--- src/rtl/exc_vec_pkg.sv ---
package exc_vec_pkg;

   typedef enum logic [4:0] {
      EK_SYSCALL = 5'd0,
      EK_BREAK   = 5'd1,
      EK_TRAP    = 5'd2,
      EK_OVFL    = 5'd3,
      EK_RESV    = 5'd4,
      EK_COPU    = 5'd5,
      EK_FPE     = 5'd6,
      EK_ADEL    = 5'd7,
      EK_ADES    = 5'd8,
      EK_TLBL    = 5'd9,
      EK_TLBS    = 5'd10,
      EK_TLBMOD  = 5'd11,
      EK_RDINH   = 5'd12,
      EK_XINH    = 5'd13,
      EK_IBUS    = 5'd14,
      EK_DBUS    = 5'd15,
      EK_IRQ     = 5'd16,
      EK_CERR    = 5'd17
   } exc_kind_e;

   typedef enum logic [1:0] {
      VC_GENERAL,
      VC_REFILL,
      VC_IRQ,
      VC_CACHE
   } vec_class_e;

   typedef struct packed {
      logic [4:0] code;
      logic       tlb_ls;
      logic       irq;
      logic       cerr;
   } kind_info_t;

   localparam logic [4:0] XC_INT    = 5'd0;
   localparam logic [4:0] XC_MOD    = 5'd1;
   localparam logic [4:0] XC_TLBL   = 5'd2;
   localparam logic [4:0] XC_TLBS   = 5'd3;
   localparam logic [4:0] XC_ADEL   = 5'd4;
   localparam logic [4:0] XC_ADES   = 5'd5;
   localparam logic [4:0] XC_IBE    = 5'd6;
   localparam logic [4:0] XC_DBE    = 5'd7;
   localparam logic [4:0] XC_SYS    = 5'd8;
   localparam logic [4:0] XC_BP     = 5'd9;
   localparam logic [4:0] XC_RI     = 5'd10;
   localparam logic [4:0] XC_CPU    = 5'd11;
   localparam logic [4:0] XC_OV     = 5'd12;
   localparam logic [4:0] XC_TR     = 5'd13;
   localparam logic [4:0] XC_FPE    = 5'd15;
   localparam logic [4:0] XC_RDINH  = 5'd19;
   localparam logic [4:0] XC_XINH   = 5'd20;
   localparam logic [4:0] XC_CACHE  = 5'd30;

   localparam int unsigned OFF_GENERAL = 32'h180;
   localparam int unsigned OFF_REFILL  = 32'h000;
   localparam int unsigned OFF_IRQ     = 32'h200;
   localparam int unsigned OFF_CACHE   = 32'h100;
   localparam int unsigned OFF_BOOT    = 32'h200;

endpackage

--- src/rtl/exc_code_map.sv ---
module exc_code_map
   import exc_vec_pkg::*;
(
   input  logic [4:0] kind_i,
   output kind_info_t info_o
);

   always_comb begin
      info_o        = '0;
      info_o.code   = XC_RI;
      unique case (kind_i)
         EK_SYSCALL: info_o.code = XC_SYS;
         EK_BREAK:   info_o.code = XC_BP;
         EK_TRAP:    info_o.code = XC_TR;
         EK_OVFL:    info_o.code = XC_OV;
         EK_RESV:    info_o.code = XC_RI;
         EK_COPU:    info_o.code = XC_CPU;
         EK_FPE:     info_o.code = XC_FPE;
         EK_ADEL:    info_o.code = XC_ADEL;
         EK_ADES:    info_o.code = XC_ADES;
         EK_TLBL: begin
            info_o.code   = XC_TLBL;
            info_o.tlb_ls = 1'b1;
         end
         EK_TLBS: begin
            info_o.code   = XC_TLBS;
            info_o.tlb_ls = 1'b1;
         end
         EK_TLBMOD:  info_o.code = XC_MOD;
         EK_RDINH:   info_o.code = XC_RDINH;
         EK_XINH:    info_o.code = XC_XINH;
         EK_IBUS:    info_o.code = XC_IBE;
         EK_DBUS:    info_o.code = XC_DBE;
         EK_IRQ: begin
            info_o.code = XC_INT;
            info_o.irq  = 1'b1;
         end
         EK_CERR: begin
            info_o.code = XC_CACHE;
            info_o.cerr = 1'b1;
         end
         default:    info_o.code = XC_RI;
      endcase
   end

endmodule

--- src/rtl/exc_irq_offset.sv ---
module exc_irq_offset
   import exc_vec_pkg::*;
#(
   parameter int NIRQ = 8,
   parameter int SPW  = 5,
   parameter int OFFW = 16
) (
   input  logic [NIRQ-1:0] pend_i,
   input  logic [NIRQ-1:0] mask_i,
   input  logic [SPW-1:0]  spacing_i,
   input  logic            bev_i,
   output logic [OFFW-1:0] off_o
);

   localparam int unsigned STEP_SHIFT = 5;
   localparam int unsigned MAX_OFF    = OFF_IRQ + (NIRQ - 1) * (((1 << SPW) - 1) << STEP_SHIFT);
   localparam logic [OFFW-1:0] BASE_OFF = OFFW'(OFF_IRQ);

   if (NIRQ < 1) begin : g_bad_nirq
      $error("exc_irq_offset: NIRQ must be at least 1");
   end
   if (MAX_OFF >= (1 << OFFW)) begin : g_bad_offw
      $error("exc_irq_offset: OFFW too small for largest vector offset");
   end

   logic [NIRQ-1:0] active;
   logic [OFFW-1:0] stride;
   logic [OFFW-1:0] cand [NIRQ];
   logic [OFFW-1:0] picked;

   assign active = pend_i & mask_i;
   assign stride = OFFW'({spacing_i, {STEP_SHIFT{1'b0}}});

   for (genvar gi = 0; gi < NIRQ; gi++) begin : g_line
      assign cand[gi] = BASE_OFF + OFFW'(gi) * stride;
   end

   always_comb begin
      picked = BASE_OFF;
      for (int i = 0; i < NIRQ; i++) begin
         if (active[i]) picked = cand[i];
      end
   end

   assign off_o = (bev_i || (spacing_i == '0)) ? BASE_OFF : picked;

endmodule

--- src/rtl/exc_target_calc.sv ---
module exc_target_calc
   import exc_vec_pkg::*;
#(
   parameter int              AW        = 32,
   parameter int              OFFW      = 16,
   parameter int              EBASE_LSB = 10,
   parameter logic [AW-1:0]   BOOT_BASE = 32'hBFC0_0000,
   parameter logic [AW-1:0]   CERR_BASE = 32'hA000_0000
) (
   input  kind_info_t      info_i,
   input  logic            exl_i,
   input  logic            bev_i,
   input  logic            iv_i,
   input  logic            tlb_miss_i,
   input  logic [AW-1:0]   ebase_i,
   input  logic [OFFW-1:0] irq_off_i,
   output logic [AW-1:0]   pc_o
);

   localparam logic [AW-1:0] BOOT_VEC   = BOOT_BASE + AW'(OFF_BOOT);
   localparam logic [AW-1:0] EBASE_MASK = ~((AW'(1) << EBASE_LSB) - AW'(1));
   localparam logic [AW-1:0] CERR_BOOT  = BOOT_BASE + AW'(OFF_CACHE);
   localparam logic [AW-1:0] CERR_ALT   = CERR_BASE + AW'(OFF_CACHE);

   vec_class_e      vclass;
   logic [AW-1:0]   base;
   logic [OFFW-1:0] off;

   always_comb begin
      if (info_i.cerr)                           vclass = VC_CACHE;
      else if (info_i.irq && iv_i)               vclass = VC_IRQ;
      else if (info_i.tlb_ls && tlb_miss_i && !exl_i) vclass = VC_REFILL;
      else                                       vclass = VC_GENERAL;
   end

   always_comb begin
      unique case (vclass)
         VC_REFILL: off = OFFW'(OFF_REFILL);
         VC_IRQ:    off = irq_off_i;
         default:   off = OFFW'(OFF_GENERAL);
      endcase
   end

   assign base = bev_i ? BOOT_VEC : (ebase_i & EBASE_MASK);

   always_comb begin
      if (vclass == VC_CACHE) pc_o = bev_i ? CERR_BOOT : CERR_ALT;
      else                    pc_o = base + AW'(off);
   end

endmodule

--- src/rtl/exc_vector_gen.sv ---
module exc_vector_gen
   import exc_vec_pkg::*;
#(
   parameter int            AW          = 32,
   parameter int            NIRQ        = 8,
   parameter int            SPW         = 5,
   parameter int            OFFW        = 16,
   parameter int            EBASE_LSB   = 10,
   parameter int            DSLOT_BYTES = 4,
   parameter logic [AW-1:0] BOOT_BASE   = 32'hBFC0_0000,
   parameter logic [AW-1:0] CERR_BASE   = 32'hA000_0000
) (
   input  logic            clk,
   input  logic            rst_n,
   input  logic            req_i,
   input  logic [4:0]      type_i,
   input  logic [AW-1:0]   pc_i,
   input  logic            in_dslot_i,
   input  logic            exl_i,
   input  logic            bev_i,
   input  logic [AW-1:0]   ebase_i,
   input  logic            iv_i,
   input  logic [SPW-1:0]  spacing_i,
   input  logic [NIRQ-1:0] pend_i,
   input  logic [NIRQ-1:0] imask_i,
   input  logic            tlb_miss_i,
   output logic            ack_o,
   output logic [AW-1:0]   handler_pc_o,
   output logic [AW-1:0]   epc_o,
   output logic [4:0]      code_o,
   output logic            bd_o,
   output logic            exl_o
);

   if (OFFW >= AW) begin : g_bad_offw
      $error("exc_vector_gen: OFFW must be narrower than AW");
   end
   if (EBASE_LSB < 10 || EBASE_LSB >= AW) begin : g_bad_align
      $error("exc_vector_gen: EBASE_LSB out of range");
   end

   kind_info_t      info;
   logic [OFFW-1:0] irq_off;
   logic [AW-1:0]   target_pc;
   logic [AW-1:0]   ret_pc;

   exc_code_map u_map (
      .kind_i (type_i),
      .info_o (info)
   );

   exc_irq_offset #(
      .NIRQ (NIRQ),
      .SPW  (SPW),
      .OFFW (OFFW)
   ) u_irq (
      .pend_i    (pend_i),
      .mask_i    (imask_i),
      .spacing_i (spacing_i),
      .bev_i     (bev_i),
      .off_o     (irq_off)
   );

   exc_target_calc #(
      .AW        (AW),
      .OFFW      (OFFW),
      .EBASE_LSB (EBASE_LSB),
      .BOOT_BASE (BOOT_BASE),
      .CERR_BASE (CERR_BASE)
   ) u_tgt (
      .info_i     (info),
      .exl_i      (exl_i),
      .bev_i      (bev_i),
      .iv_i       (iv_i),
      .tlb_miss_i (tlb_miss_i),
      .ebase_i    (ebase_i),
      .irq_off_i  (irq_off),
      .pc_o       (target_pc)
   );

   assign ret_pc = in_dslot_i ? (pc_i - AW'(DSLOT_BYTES)) : pc_i;

   always_ff @(posedge clk) begin
      if (!rst_n) begin
         ack_o        <= 1'b0;
         handler_pc_o <= '0;
         epc_o        <= '0;
         code_o       <= '0;
         bd_o         <= 1'b0;
         exl_o        <= 1'b0;
      end else begin
         ack_o <= req_i;
         if (req_i) begin
            handler_pc_o <= target_pc;
            code_o       <= info.code;
            exl_o        <= 1'b1;
            if (!exl_i) begin
               epc_o <= ret_pc;
               bd_o  <= in_dslot_i;
            end
         end
      end
   end

endmodule

--- config.mk ---
export PLATFORM = sky130hd
export DESIGN_NAME = exc_vector_gen
export DESIGN_NICKNAME = d
export VERILOG_FILES = /design/src/rtl/exc_vec_pkg.sv /design/src/rtl/exc_code_map.sv /design/src/rtl/exc_irq_offset.sv /design/src/rtl/exc_target_calc.sv /design/src/rtl/exc_vector_gen.sv
export SDC_FILE = /design/constraint.sdc
export NUM_CORES = 1
export LEC_CHECK = 0
export ABC_AREA = 1
export BUFFER_PORTS_ARGS = -buffer_cell sky130_fd_sc_hd__buf_2
export CAP_MARGIN = 40
export CORE_ASPECT_RATIO = 2
export CORE_MARGIN = 3
export CORE_UTILIZATION = 50
export CTS_BUF_LIST = sky130_fd_sc_hd__clkbuf_16
export CTS_CLUSTER_DIAMETER = 120
export DETAILED_ROUTE_END_ITERATION = 16
export HOLD_SLACK_MARGIN = 0.03
export PLACE_DENSITY = 0.78
export SLEW_MARGIN = 30
export SYNTH_ARGS = -nofsm -noshare
export SYNTH_HDL_FRONTEND = slang
export SYNTH_SLANG_ARGS = --single-unit
--- constraint.sdc ---
create_clock -name clk -period 4.6 [get_ports clk]
set_clock_uncertainty 0.05 [all_clocks]
set_input_delay 0.23 -clock clk [delete_from_list [all_inputs] [get_ports clk]]
set_output_delay 0.23 -clock clk [all_outputs]
set_load 0.01 [all_outputs]
* Word-level counts from Yosys, hierarchy flattened
Index checks and enable logic that the tools add are counted.
Word-level totals: register bits after elaboration 72, input bits 98
Cells by class: $add $sub $neg 9, multiply operators 4, equal/unequal tests 19, mux-type cells 20, bitwise gates (word level) 2, reductions and logical operators 9
Operators by type and width (number):
- 16-bit 2-to-1 mux | 8
- 32-bit 2-to-1 mux | 3
- 5-bit one-hot mux with 17 select lines | 1
- 10-bit by 16-bit adder with 16-bit output, first input constant | 4
- 5-bit by 4-bit equality test with 1-bit output, second input constant | 8
- 32-bit by 16-bit adder with 32-bit output | 1
- 16-bit one-hot mux with 2 select lines | 1
- 32-bit by 3-bit subtractor with 32-bit output, second input constant | 1
- 29-bit 2-to-1 mux | 1
- 3-bit by 5-bit multiplier with 8-bit output, first input constant | 2
- 5-bit by 3-bit equality test with 1-bit output, second input constant | 3
- 2-bit by 5-bit multiplier with 7-bit output, first input constant | 2
- 10-bit by 12-bit adder with 13-bit output, first input constant | 1
- 10-bit by 11-bit adder with 12-bit output, first input constant | 1
- 10-bit by 10-bit adder with 11-bit output, first input constant | 1
- 5-bit by 2-bit equality test with 1-bit output, second input constant | 2
- 5-bit equality test, second input constant | 2
- 5-bit logical NOT | 2
- 8-bit AND | 1
- 5-bit by 1-bit equality test with 1-bit output, second input constant | 1
- 2-bit equality test, second input constant | 2
- 1-bit 2-to-1 mux | 4
- 2-bit 2-to-1 mux | 2
- 1-bit logical AND | 3
- 6 further kinds | 6

* Longest topological paths before layout
word-level depth 12, gate-level depth with buffers 28, mapped depth without buffers 28

* Cells and area by module
A second synthesis with hierarchy kept.
Second synthesis, totals: cell total of the unflattened synthesis 1054, area, all modules 6475.0 µm²
Modules (own cells, without submodules):
- exc_vector_gen | times used 1, cells an instance 496, area each 3410.8 µm²
- exc_target_calc | times used 1, cells an instance 284, area each 1440.1 µm²
- exc_irq_offset | times used 1, cells an instance 219, area each 1357.6 µm²
- exc_code_map | times used 1, cells an instance 55, area each 266.5 µm²

* Least setup slack after synthesis
Ideal clock, no wire load.
path type input -> register, start point input port spacing_i[0], end point register handler_pc_o[31], setup time 0.115 ns, arrival 3.349 ns, required time 4.435 ns, path slack 1.086 ns, cell stages on the path 19, path buffers 0, cell sequence fa_1 ha_1 inv_1 fa_1 xnor2_1 ha_1 o21ai_0 a31oi_1 fa_1 nand3_1 nand2_1 nand2_1 nand2_2 nand2_4 nor2_8 nand4_1 nand2_1 o21ai_0 inv_1
On the way: longest elaborated chain between the ends 12
RTL lines:
- from (decl) | line exc_vector_gen.sv:23 | input logic [SPW-1:0] spacing_i,
- branches (longest 8 deep; another with 10-bit by 16-bit adder with 16-bit output)
- 16-bit 2-to-1 mux * | line exc_irq_offset.sv:45 | assign off_o = (bev_i || (spacing_i == '0)) ? BASE_OFF : picked;
- 16-bit one-hot mux with 2 select lines * | line exc_target_calc.sv:37 | unique case (vclass)
- 32-bit by 16-bit adder with 32-bit output * | line exc_target_calc.sv:48 | else pc_o = base + AW'(off);
- 32-bit 2-to-1 mux * | line exc_target_calc.sv:47 | if (vclass == VC_CACHE) pc_o = bev_i ? CERR_BOOT : CERR_ALT;
- to (signal assigned) | line exc_vector_gen.sv:94 | handler_pc_o <= target_pc;
- to (decl) | line exc_vector_gen.sv:28 | output logic [AW-1:0] handler_pc_o,
Every way passes the cells marked *. A chain may end at the register's enable or synchronous reset.

* Worst setup path after layout
start point input port spacing_i[1], end point register handler_pc_o[31]
The elaborated chain is that of the path after synthesis.

==> results.toml <==
[status]
run_status = "finished, final reports clean"

[setup_path]
slowest_stage = "fa_1"
cp_common_cell = "nand2_1"
path_buf_inv = 3
max_stage_delay_ns = 0.49
critPathTopFamily = "adder cells"
startpoint_type = "input port"
endpoint_kind = "flip-flop"
worstPathMaxFanout = 9
arrival_ns = 4.06
path_class = "in -> reg"
path_cells = "buf_2 > ha_1 > inv_1 > fa_1 > nand3b_1 > nand2_1 > nand2_1 > and2_1 > ha_1 > o211ai_1 > nand3_1 > nand2_1 > a31oi_1 > fa_1 > nand3_1 > nand2_1 > nand2_1 > nand2_2 > nand2_4 > nor2_8 > nand4_1 > nand2_1 > o21ai_0 > inv_1"
required_ns = 4.78

[route]
antenna_left = 0
wl_per_cell_um = 15.6
drc = 0
via_per_inst = 5.50
num_vias = 6243
dr.pass1.iters = 5
drt_iter0_drc = 255
postRouteWirelength_mm = 17.7

[power_and_ir_drop]
leakagePower_uw = 0.00335
finalPower_uw = 1740
irDropWorstVdd_mv = 0.218
power_density_mw_per_mm2 = 264

[synth]
ys_ff_latch = 67
yosysMostFrequentCell = "nand2_1"
syn_area_mm2 = 0.00549
synthDominantCellAreaShare_pct = 24.4
synth.avg_cell_area_um2 = 6.45
yosys-top-cells-area = "dfxtp_1 (24%), nand2_1 (12%), nor2_1 (7.0%)"
ys.flop_type = "dfxtp_1"
synth_top_area_cell = "dfxtp_1"
synth_edf_count = 0
ys_seq_area_share_pct = 24.4
synthArstFlopShare_pct = 0
syn_inst = 852
ys_warn_count = 0
synth_cell_type_count = 46
ys_top_cells_by_count = "nand2_1 (181), nor2_1 (102), inv_1 (96), o21ai_0 (76), a21oi_1 (73)"

[global_route]
grt_pass1_wl_mm = 28.0
grt_pass1_vias = 6058
grt_start_max_net_pins = 42
grt_overflow = 0
track_usage_pct = 28.8
antenna_found_initial = 0

[floorplanning]
die_w_um = 80.1
dieArea_mm2 = 0.0124
rows = 53
start_util_pct = 51.8
ios = 170
fp.dieH_um = 154
coreArea_mm2 = 0.0106

[clock_tree]
root_buffer = "clkbuf_16"
cts_buffers = 9
clk_path_buf_depth = 2
post-cts-setup-buffer-count = 0
holdBufCountCts = 0
cts.sinks = 67
clk_pin_slew_worst_paths_ns = 0.06
cts_max_level = 3
tritoncts = "yes"
cts_resized = 0
clk_latency_ns = 0.33

[cells_and_area]
fill_cells = 1060
final_util_pct = 62.3
syn_to_final_growth_pct = 20.3
drive_above_1_share_pct = 20.5
stdcell_area_mm2 = 0.00661
antennaDiodeCount = 0
nNetsFinal = 1129

[min_path]
holdCritPathClass = "in -> reg"

[sta]
fin_tns_setup_ns = 0
finalSetupViolCount = 0
rsz0062_at_grt = "no"
finalHoldViolations = 0
hold_slack_ns = 0.0715
final.min_clock_period_ns = 3.88
period_share_pct = 84.5
max_freq_ghz = 0.257
worst_slew_pin_slew_ns = 0.704
slew_viol_final = 0
slew-limit-headroom_pct = 53.0

[placement]
place_congestion = 0.971
placed_cell_area_mm2 = 0.00632
io_buffers = 152
detailed_place_hpwl_mm = 14.1

[run]
cap_viol_max_count = 0
==> report_power, final <==
| part | switching, uW | total [uW] | internal, uW |
|---|---|---|---|
| Combinational | 297 | 466 | 169 |
| Clock | 279 | 643 | 364 |
| Sequential | 17.0 | 633 | 616 |
==> cell type report <==
type                            count  area [um^2]  share of cell area, %
Timing Repair Buffer              156          806                   12.2
Inverter                          101          379                   5.74
Clock buffer                        9          225                   3.41
Clock inverter                      7         43.8                  0.663
Multi-Input combinational cell    659         3640                   55.1
Sequential cell                    67         1340                   20.3
Tap cell                          137          171                   2.59
==> logic make-up after synthesis <==
| logic type | synth area share (%) |
|---|---|
| fa+ha+maj | 9.52 |
| simple gates | 33.2 |
| other cells | 0.0683 |
| compound gates | 17.8 |
| buf+inv | 9.66 |
| flops | 24.4 |
| xor+xnor | 5.26 |
==> per-stage QoR <==
stage               setup WS (ns)  instances
finish                      0.715       1136
CTS                         0.761       1135
global route                0.455       1136
detailed placement          0.428       1119
floorplan                    1.09        856
global placement            0.495       1118
==> metal layers <==
metal / vias to the layer above / wire length, um / global-route usage, %
met5: - / 0 / 0
met4: 0 / 1130 / 18.7
met3: 64 / 925 / 5.24
met2: 228 / 9730 / 54.7
li1: 3088 / - / -
met1: 2863 / 5880 / 26.6
==> final timing paths <==
kind	startpoint	endpoint	slack [ns]	cells after the start
setup reg to reg	epc_o[3]$_SDFFE_PN0P_	epc_o[3]$_SDFFE_PN0P_	3.85	1
hold / removal	pc_i[0]	epc_o[0]$_SDFFE_PN0P_	0.07	3
setup / recovery	spacing_i[1]	handler_pc_o[31]$_SDFFE_PN0P_	0.72	24
hold reg to reg	exl_o$_SDFFE_PN0P_	exl_o$_SDFFE_PN0P_	0.40	2
==> registers in the layout, summed over array words and instances (netlist names) <==
register	cells
ack_o	1
code_o	5
exl_o	1
bd_o	1
epc_o	32
handler_pc_o	27
==> placed cells by master (no fill, tap or decap), types with 3 or more instances in the layout <==
master and n:
inv_1 97, nor4_1 6, a31oi_1 10, a21oi_2 3, nand3_2 3, fa_1 8, clkbuf_16 9, nor2_1 101
nand3b_1 4, inv_2 3, nand3_1 56, buf_2 152, dfxtp_1 67, o21ai_0 76, a21oi_1 73, nand2_1 181
conb_1 5, nand2_2 5, nand4_1 17, xnor2_1 9, nor3_1 10, clkinv_1 3, or2_2 4, o211ai_1 6
xor2_1 24, ha_1 29, nor2_2 5
(Power assumes the default switching activity.)
